**config.mk**
```make
export PLATFORM = sky130hd
export DESIGN_NAME = fp_cmp_eval
export DESIGN_NICKNAME = d
export VERILOG_FILES = /design/src/rtl/fpcmp_pkg.sv /design/src/rtl/fpcmp_classify.sv /design/src/rtl/fpcmp_ctrl.sv /design/src/rtl/fpcmp_datapath.sv /design/src/rtl/fp_cmp_eval.sv
export SDC_FILE = /design/constraint.sdc
export NUM_CORES = 1
export LEC_CHECK = 0
export CAP_MARGIN = 20
export CORE_MARGIN = 2
export CORE_UTILIZATION = 35
export DETAILED_ROUTE_END_ITERATION = 10
export PLACE_DENSITY_LB_ADDON = 0.12
export SYNTH_ARGS = -nofsm -noshare
export SYNTH_HDL_FRONTEND = slang
export SYNTH_SLANG_ARGS = --single-unit
```
**constraint.sdc**
```tcl
create_clock -name clk -period 4.35 [get_ports clk]
set_input_delay 0.87 -clock clk [delete_from_list [all_inputs] [get_ports clk]]
set_output_delay 0.87 -clock clk [all_outputs]
set_load 0.05 [all_outputs]
```
**src/rtl/fpcmp_pkg.sv**
```systemverilog
package fpcmp_pkg;
  localparam int WORD_W  = 64;
  localparam int MAG_W   = WORD_W - 1;
  localparam int EXP_SP  = 8;
  localparam int MAN_SP  = 23;
  localparam int EXP_DP  = 11;
  localparam int MAN_DP  = 52;
  localparam int PRED_W  = 4;
  localparam int CC_W    = 3;
  localparam int NUM_OPS = 2;

  // relation bit positions inside the predicate mask
  localparam int REL_UN = 0;
  localparam int REL_EQ = 1;
  localparam int REL_LT = 2;
  localparam int SIG_BIT = 3;

  typedef struct packed {
    logic load;
  } ctrl_strobe_t;

  typedef struct packed {
    logic             nan;
    logic             snan;
    logic             zero;
    logic             sign;
    logic [MAG_W-1:0] mag;
  } fp_class_t;
endpackage

```
**src/rtl/fpcmp_classify.sv**
```systemverilog
module fpcmp_classify
  import fpcmp_pkg::*;
#(
  parameter int EXP_W = 8,
  parameter int MAN_W = 23
) (
  input  logic [EXP_W+MAN_W:0] word,
  output fp_class_t            cls
);
  localparam int TOP = EXP_W + MAN_W;

  logic [EXP_W-1:0] expField;
  logic [MAN_W-1:0] manField;
  logic             expAllOnes;
  logic             manNonZero;

  always_comb begin
    expField   = word[TOP-1:MAN_W];
    manField   = word[MAN_W-1:0];
    expAllOnes = &expField;
    manNonZero = |manField;
    cls.nan    = expAllOnes & manNonZero;
    cls.snan   = expAllOnes & manNonZero & ~manField[MAN_W-1];
    cls.zero   = ~|word[TOP-1:0];
    cls.sign   = word[TOP];
    cls.mag    = MAG_W'(word[TOP-1:0]);
  end
endmodule

```
**src/rtl/fpcmp_ctrl.sv**
```systemverilog
module fpcmp_ctrl
  import fpcmp_pkg::*;
(
  input  logic         clk,
  input  logic         rst_n,
  input  logic         inValid,
  output ctrl_strobe_t strobe,
  output logic         doneQ
);
  always_comb strobe.load = inValid;

  always_ff @(posedge clk) begin
    if (!rst_n) doneQ <= 1'b0;
    else        doneQ <= inValid;
  end
endmodule

```
**src/rtl/fpcmp_datapath.sv**
```systemverilog
module fpcmp_datapath
  import fpcmp_pkg::*;
(
  input  logic              clk,
  input  logic              rst_n,
  input  ctrl_strobe_t      strobe,
  input  logic              isDouble,
  input  logic [WORD_W-1:0] opA,
  input  logic [WORD_W-1:0] opB,
  input  logic [PRED_W-1:0] pred,
  input  logic [CC_W-1:0]   ccIndex,
  output logic              condQ,
  output logic              invalidQ,
  output logic [CC_W-1:0]   ccQ
);
  logic [WORD_W-1:0] opWord [NUM_OPS];
  fp_class_t         clsSp  [NUM_OPS];
  fp_class_t         clsDp  [NUM_OPS];
  fp_class_t         cls    [NUM_OPS];

  always_comb begin
    opWord[0] = opA;
    opWord[1] = opB;
  end

  for (genvar g = 0; g < NUM_OPS; g++) begin : g_operand
    fpcmp_classify #(.EXP_W(EXP_SP), .MAN_W(MAN_SP)) u_sp (
      .word(opWord[g][EXP_SP+MAN_SP:0]),
      .cls (clsSp[g])
    );
    fpcmp_classify #(.EXP_W(EXP_DP), .MAN_W(MAN_DP)) u_dp (
      .word(opWord[g][EXP_DP+MAN_DP:0]),
      .cls (clsDp[g])
    );
    always_comb cls[g] = isDouble ? clsDp[g] : clsSp[g];
  end

  logic       unordered;
  logic       bothZero;
  logic       equalRel;
  logic       lessRel;
  logic       magLess;
  logic       magGreater;
  logic [2:0] relVec;
  logic       condNext;
  logic       invalidNext;

  always_comb begin
    unordered  = cls[0].nan | cls[1].nan;
    bothZero   = cls[0].zero & cls[1].zero;
    magLess    = cls[0].mag < cls[1].mag;
    magGreater = cls[0].mag > cls[1].mag;
    equalRel   = ~unordered &
                 (bothZero | ((cls[0].sign == cls[1].sign) && (cls[0].mag == cls[1].mag)));
    if (unordered || bothZero)       lessRel = 1'b0;
    else if (cls[0].sign != cls[1].sign) lessRel = cls[0].sign;
    else if (cls[0].sign)            lessRel = magGreater;
    else                             lessRel = magLess;
    relVec             = '0;
    relVec[REL_UN]     = unordered;
    relVec[REL_EQ]     = equalRel;
    relVec[REL_LT]     = lessRel;
    condNext           = |(relVec & pred[2:0]);
    invalidNext        = (pred[SIG_BIT] & unordered) | cls[0].snan | cls[1].snan;
  end

  always_ff @(posedge clk) begin
    if (!rst_n) begin
      condQ    <= 1'b0;
      invalidQ <= 1'b0;
      ccQ      <= '0;
    end else if (strobe.load) begin
      condQ    <= condNext;
      invalidQ <= invalidNext;
      ccQ      <= ccIndex;
    end
  end
endmodule

```
**src/rtl/fp_cmp_eval.sv**
```systemverilog
module fp_cmp_eval
  import fpcmp_pkg::*;
(
  input  logic              clk,
  input  logic              rst_n,
  input  logic              inValid,
  input  logic              isDouble,
  input  logic [WORD_W-1:0] opA,
  input  logic [WORD_W-1:0] opB,
  input  logic [PRED_W-1:0] pred,
  input  logic [CC_W-1:0]   ccIndex,
  output logic              outDone,
  output logic              outCond,
  output logic              outInvalid,
  output logic [CC_W-1:0]   outCcIndex
);
  ctrl_strobe_t strobe;

  fpcmp_ctrl u_ctrl (
    .clk    (clk),
    .rst_n  (rst_n),
    .inValid(inValid),
    .strobe (strobe),
    .doneQ  (outDone)
  );

  fpcmp_datapath u_dp (
    .clk     (clk),
    .rst_n   (rst_n),
    .strobe  (strobe),
    .isDouble(isDouble),
    .opA     (opA),
    .opB     (opB),
    .pred    (pred),
    .ccIndex (ccIndex),
    .condQ   (outCond),
    .invalidQ(outInvalid),
    .ccQ     (outCcIndex)
  );
endmodule

```
**Yosys cells after proc, flatten, opt, wreduce, memory -nomap -nowiden**

Index checks and enable logic that the tools add are counted.

- Magnitude comparators: 2
- Equal/unequal tests: 3
- Mux-type cells: 5
- Bitwise operators: 21
- Reductions and logical operators: 19

Operators by type and width:

| operator | number |
|---|---|
| two-way mux 67 bit | 2 |
| OR reduction 63 bit | 2 |
| OR reduction 52 bit | 2 |
| == test 63 bit | 1 |
| greater-than comparator 63 bit | 1 |
| less-than comparator 63 bit | 1 |
| OR reduction 31 bit | 2 |
| OR reduction 23 bit | 2 |
| AND reduction 11 bit | 2 |
| AND reduction 8 bit | 2 |
| bitwise AND 1 bit | 11 |
| inverter 1 bit | 5 |
| zero test 1 bit | 4 |
| OR 1 bit | 4 |
| bitwise AND 3 bit | 1 |
| two-way mux 1 bit | 3 |
| OR reduction 3 bit | 1 |
| == test 1 bit | 1 |
| logical AND 1 bit | 1 |
| logical OR 1 bit | 1 |
| inequality test 1 bit | 1 |

- Flip-flop bits (word level): 6
- Input bits: 139
- Output and inout port bits: 6

**Logic depth before layout (Yosys ltp)**

- Depth after elaboration: 10
- Gate-level depth with buffers: 13
- Gate-level depth less buffers: 10

**Hierarchy**

Synthesis repeated with hierarchy kept, for this count alone.

- Cell total of the unflattened synthesis: 684
- Area total of the unflattened synthesis: 5,640.4 µm²

Modules (own cells, without submodules):

| module | instances | cells an instance | area each (µm²) |
|---|---|---|---|
| fpcmp_datapath | 1 | 335 | 3,081.7 |
| fpcmp_classify (u_dp.g_operand[0].u_dp ...) | 2 | 93 | 670.6 |
| fpcmp_classify (u_dp.g_operand[0].u_sp ...) | 2 | 80 | 591.8 |
| fpcmp_ctrl | 1 | 3 | 33.8 |

**Least setup slack after synthesis**

Ideal clock, no wire load.

- Kind: input to register
- From: input port isDouble
- To: register u_dp.condQ
- Setup time: 0.075 ns
- Arrival: 3.606 ns
- Setup slack: 0.669 ns
- Stages: 13
- Cell sequence: clkbuf_1 clkbuf_1 clkbuf_1 nand2_1 ha_1 nand4_1 nor4_1 nand2_1 or4_1 nor2_1 a21oi_1 o311a_1 o22ai_1

- Longest elaborated chain between the ends: 7
- Elaborated cells on any way between the ends: 19
- Those cells by class: 2 x order compare; 3 x eq/ne; 5 x mux; 6 x bitwise; 3 x reduce/logical

Ends and longest elaborated chain:

| what | line | RTL |
|---|---|---|
| start: declaration | fp_cmp_eval.sv:7 | `input logic isDouble,` |
| two-way mux 67 bit | fpcmp_datapath.sv:35 | `always_comb cls[g] = isDouble ? clsDp[g] : clsSp[g];` |
| less-than comparator 63 bit, or another cell as far along | fpcmp_datapath.sv:51 | `magLess = cls[0].mag < cls[1].mag;` |
| two-way mux 1 bit / logical AND 1 bit (equally long branches) | fpcmp_datapath.sv:57, fpcmp_datapath.sv:54 |  |
| two-way mux 1 bit / OR 1 bit (equally long branches) | fpcmp_datapath.sv:56, fpcmp_datapath.sv:54 |  |
| two-way mux 1 bit / bitwise AND 1 bit (equally long branches) | fpcmp_datapath.sv:55, fpcmp_datapath.sv:53 |  |
| bitwise AND 3 bit (*) | fpcmp_datapath.sv:63 | `condNext = \|(relVec & pred[2:0]);` |
| OR reduction 3 bit (*) | fpcmp_datapath.sv:63 |  |
| end signal: assignment | fpcmp_datapath.sv:73 | `condQ <= condNext;` |
| end: declaration | fpcmp_datapath.sv:12 | `output logic condQ,` |

Mark *: on every way between the ends. The rest lies on a longest branch, timed or not.
A chain may end at the register's enable or synchronous reset.

**Final worst setup path**

Ends and elaborated chain as after synthesis.

==> flow_metrics.py <==
metrics = {
    "global_route": {
        "first_global_vias": 3176,
        "grt.total_usage": 0.211,
        "grt_max_degree": 41,
        "grt_first_pass_wirelength_mm": 13.7,
        "overflow": 0,
        "antenna_found_initial": 0,
        "met3_usage": 0.0323,
        "grt_use_met1": 0.273,
        "use_met2": 0.379,
        "busiest_layer": "met2",
    },
    "floorplanning": {
        "fp.dieW_um": 89.3,
        "die_height_um": 89.3,
        "num_rows": 31,
        "start_util": 0.357,
        "ios": 145,
        "core_um2": 7140,
        "die_area_um2": 7970,
    },
    "pwr": {
        "switchingPower_w": 0.000175,
        "clkPwrFrac": 0.165,
        "vdd_drop_max_v": 0.000137,
        "power.density_nw_per_um2": 119,
        "intPower_w": 0.000317,
        "seqPwrFrac": 0.123,
        "pwr-share-comb": 0.711,
        "sw_frac_of_total": 0.356,
        "power.leakage_nw": 1.78,
        "finalPower_w": 0.000492,
    },
    "cells_and_area": {
        "n_antenna_cell": 0,
        "areaGrowthSynthToFinish_pct": 62.1,
        "drive_above_1_share": 0.0299,
        "fin_nets": 706,
    },
    "worst_setup_path": {
        "r2r_start": "u_dp.condQ",
        "crit_path_end": "u_dp.condQ",
        "crit_required_ns": 4.49,
        "r2r_slack_ns": 3.26,
        "worstSetupStartpoint": "isDouble",
        "r2r_end": "u_dp.condQ",
        "cp-start-kind": "primary input",
        "crit_fanout": 40,
        "reg2reg_depth": 4,
        "critPathArrivalTime_ns": 3.71,
        "worstSetupPathType": "in -> reg",
        "cp-end-kind": "register",
    },
    "synth": {
        "synth_cell_type_count": 39,
        "ys_ff_latch": 6,
        "synth.yosys.warnings": 0,
        "yosysSeqAreaShare": 0.0472,
        "synth-edff-count": 0,
        "syn_nets": 565,
        "avgSynthCellArea_um2": 7.01,
        "syn_area_um2": 2540,
        "synth_cells": 363,
        "async_reset_ff_frac": 0,
        "synth_top_flop_cell": "dfxtp_1",
    },
    "min_path": {
        "hold_path_depth": 2,
        "hold_path.class": "reg -> reg",
    },
    "placement": {
        "post-dp-hpwl_mm": 7.56,
        "post-place-ws_ns": 0.587,
        "gp_congestion": 0.870,
        "io_buffers": 144,
    },
    "clock_network": {
        "cts_sinks": 6,
        "clk_pin_slew_worst_paths_ns": 0.04,
        "clockBufferDepth": 2,
        "cts_setup_buffers": 0,
        "clkLatencyLatePin_ns": 0.22,
        "ctsRootBufferMaster": "clkbuf_8",
        "hold_buffers": 0,
        "htreeDepth": 1,
        "tritoncts": "done",
        "cts_made_buffers": 3,
        "post_cts_resized": 0,
    },
    "route": {
        "drcViolationCount": 0,
        "first_iter_violations": 138,
        "wirelength_mm": 8.44,
        "vias_per_cell": 5.31,
        "routedWlPerCell_um": 14.0,
        "num_vias": 3190,
        "firstDrtPassIters": 4,
        "ant_nets": 0,
    },
    "sta": {
        "setup_viol_count_final": 0,
        "fmax_ghz": 0.280,
        "slew_viol_final": 0,
        "clock_skew_ns": 0,
        "relSlewSlack": 0.598,
        "rsz0062_at_grt": "no",
        "finalSetupTns_ns": 0,
        "finalCritPeriodShare": 0.820,
        "tightest_slew_ns": 0.603,
        "final.setup.worst_slack_ns": 0.783,
        "holdWs_ns": 0.516,
        "fin_crit_ns": 3.57,
        "hold_viol": 0,
    },
    "status": {
        "status": "finished, final reports clean",
    },
    "job": {
        "drv_cap": 0,
    },
}
-- power by group through the flow --
| stage | logic [W] | registers, W | clock network [W] |
|---|---|---|---|
| final | 0.000350 | 0.0000606 | 0.0000815 |
| after global routing | 0.000390 | 0.0000612 | 0.0000893 |
| after CTS | 0.000352 | 0.0000606 | 0.0000844 |
| after detailed placement | 0.000349 | 0.0000612 | 0 |
| after global placement | 0.000345 | 0.0000613 | 0 |
| after floorplan | 0.000145 | 0.0000735 | 0 |
-- cell usage in the layout, fill, tap and decap left out, types with 2 or more instances in the layout --
cell,count
clkdlybuf4s50_1,143
ha_1,63
nand2_1,54
inv_1,35
and2_1,31
nor4_1,26
nand4_1,24
a21oi_1,24
nand3_1,12
o21ai_0,11
a21o_1,11
nor3_1,9
nor2_1,8
a211oi_1,6
dfxtp_1,6
mux2i_1,4
nor2b_1,4
nor4b_1,3
clkbuf_8,3
and2_2,2
a2111oi_1,2
or4_1,2
-- final cells by class --
| cell class | instances | area [µm²] |
|---|---|---|
| multi-input cells | 313 | 2250 |
| fillers | 725 | 3010 |
| inverters | 35 | 131 |
| clock buffers | 3 | 41.3 |
| repair buffers | 145 | 1460 |
| flip-flops and latches | 6 | 120 |
| well taps | 99 | 124 |
-- flip-flops by register name (all words and copies together) (netlist names) --
| signal | count |
|---|---|
| u_dp.ccQ | 3 |
| u_ctrl.doneQ | 1 |
| u_dp.invalidQ | 1 |
| u_dp.condQ | 1 |
-- cells in the mapped netlist, drive strengths merged (3+ instances only) --
library cell  instances  area [µm²]
inv                  35         131
o21ai                12        60.1
nand3                12        60.1
dfxtp                 6         120
ha                   63         788
and2                 33         209
clkbuf                8        30.0
nor4b                 3        26.3
nor2b                 4        25.0
or4                   3        26.3
mux2i                 4        40.0
a21oi                24         120
a2111oi               3        28.8
nand2                54         203
a211oi                6        45.0
nor3                 10        55.1
nor4                 28         196
nor2                  8        30.0
nand4                24         150
a21o                 11        82.6
-- per-stage QoR --
step | instances | area (µm²) | utilization
after floorplan | 363 | 2540 | -
after global placement | 598 | 4080 | 0.572
after detailed placement | 598 | 4080 | 0.572
after CTS | 601 | 4130 | 0.578
after global routing | 601 | 4130 | 0.578
final | 601 | 4130 | 0.578
-- critical path, cell delays in order --
cell,delay (ns)
buf_2,0.48
buf_12,0.25
nand2_1,0.07
ha_1,0.30
nand4_1,0.12
nor3_1,0.28
nand2_1,0.12
or4_1,0.54
nor2_1,0.15
a21oi_1,0.09
o311a_1,0.29
o22ai_1,0.14
-- per-layer routing --
layer,share of wire,vias to the layer above,wire length (µm)
met5,0,-,0
met4,0.0063,0,53
met3,0.076,6,638
met2,0.48,122,4020
met1,0.44,1424,3720
li1,-,1638,-
-- cell families (layout without fill, tap and decap cells) --
kind of cell,Yosys count,count (layout),synth area share
AO/OA/AOI/OAI,64,64,0.162
XOR/XNOR,1,1,0.00344
adder cells (fa/ha/maj),63,63,0.310
buffers and inverters,44,183,0.0678
flip-flops,6,6,0.0472
multiplexers,5,5,0.0202
AND/OR/NAND/NOR,180,180,0.390
-- worst min-delay path by stage --
| stage | from | endpoint | slack (ns) |
|---|---|---|---|
| after floorplan | u_dp.ccQ[0] | u_dp.ccQ[0] | 0.74 |
| after global placement | u_dp.ccQ[0] | u_dp.ccQ[0] | 0.50 |
| after detailed placement | u_dp.ccQ[2] | u_dp.ccQ[2] | 0.51 |
| after CTS | u_dp.ccQ[2] | u_dp.ccQ[2] | 0.52 |
| after global routing | u_dp.ccQ[1] | u_dp.ccQ[1] | 0.56 |
| final | u_dp.ccQ[2] | u_dp.ccQ[2] | 0.52 |
(Power assumes the default switching activity.)
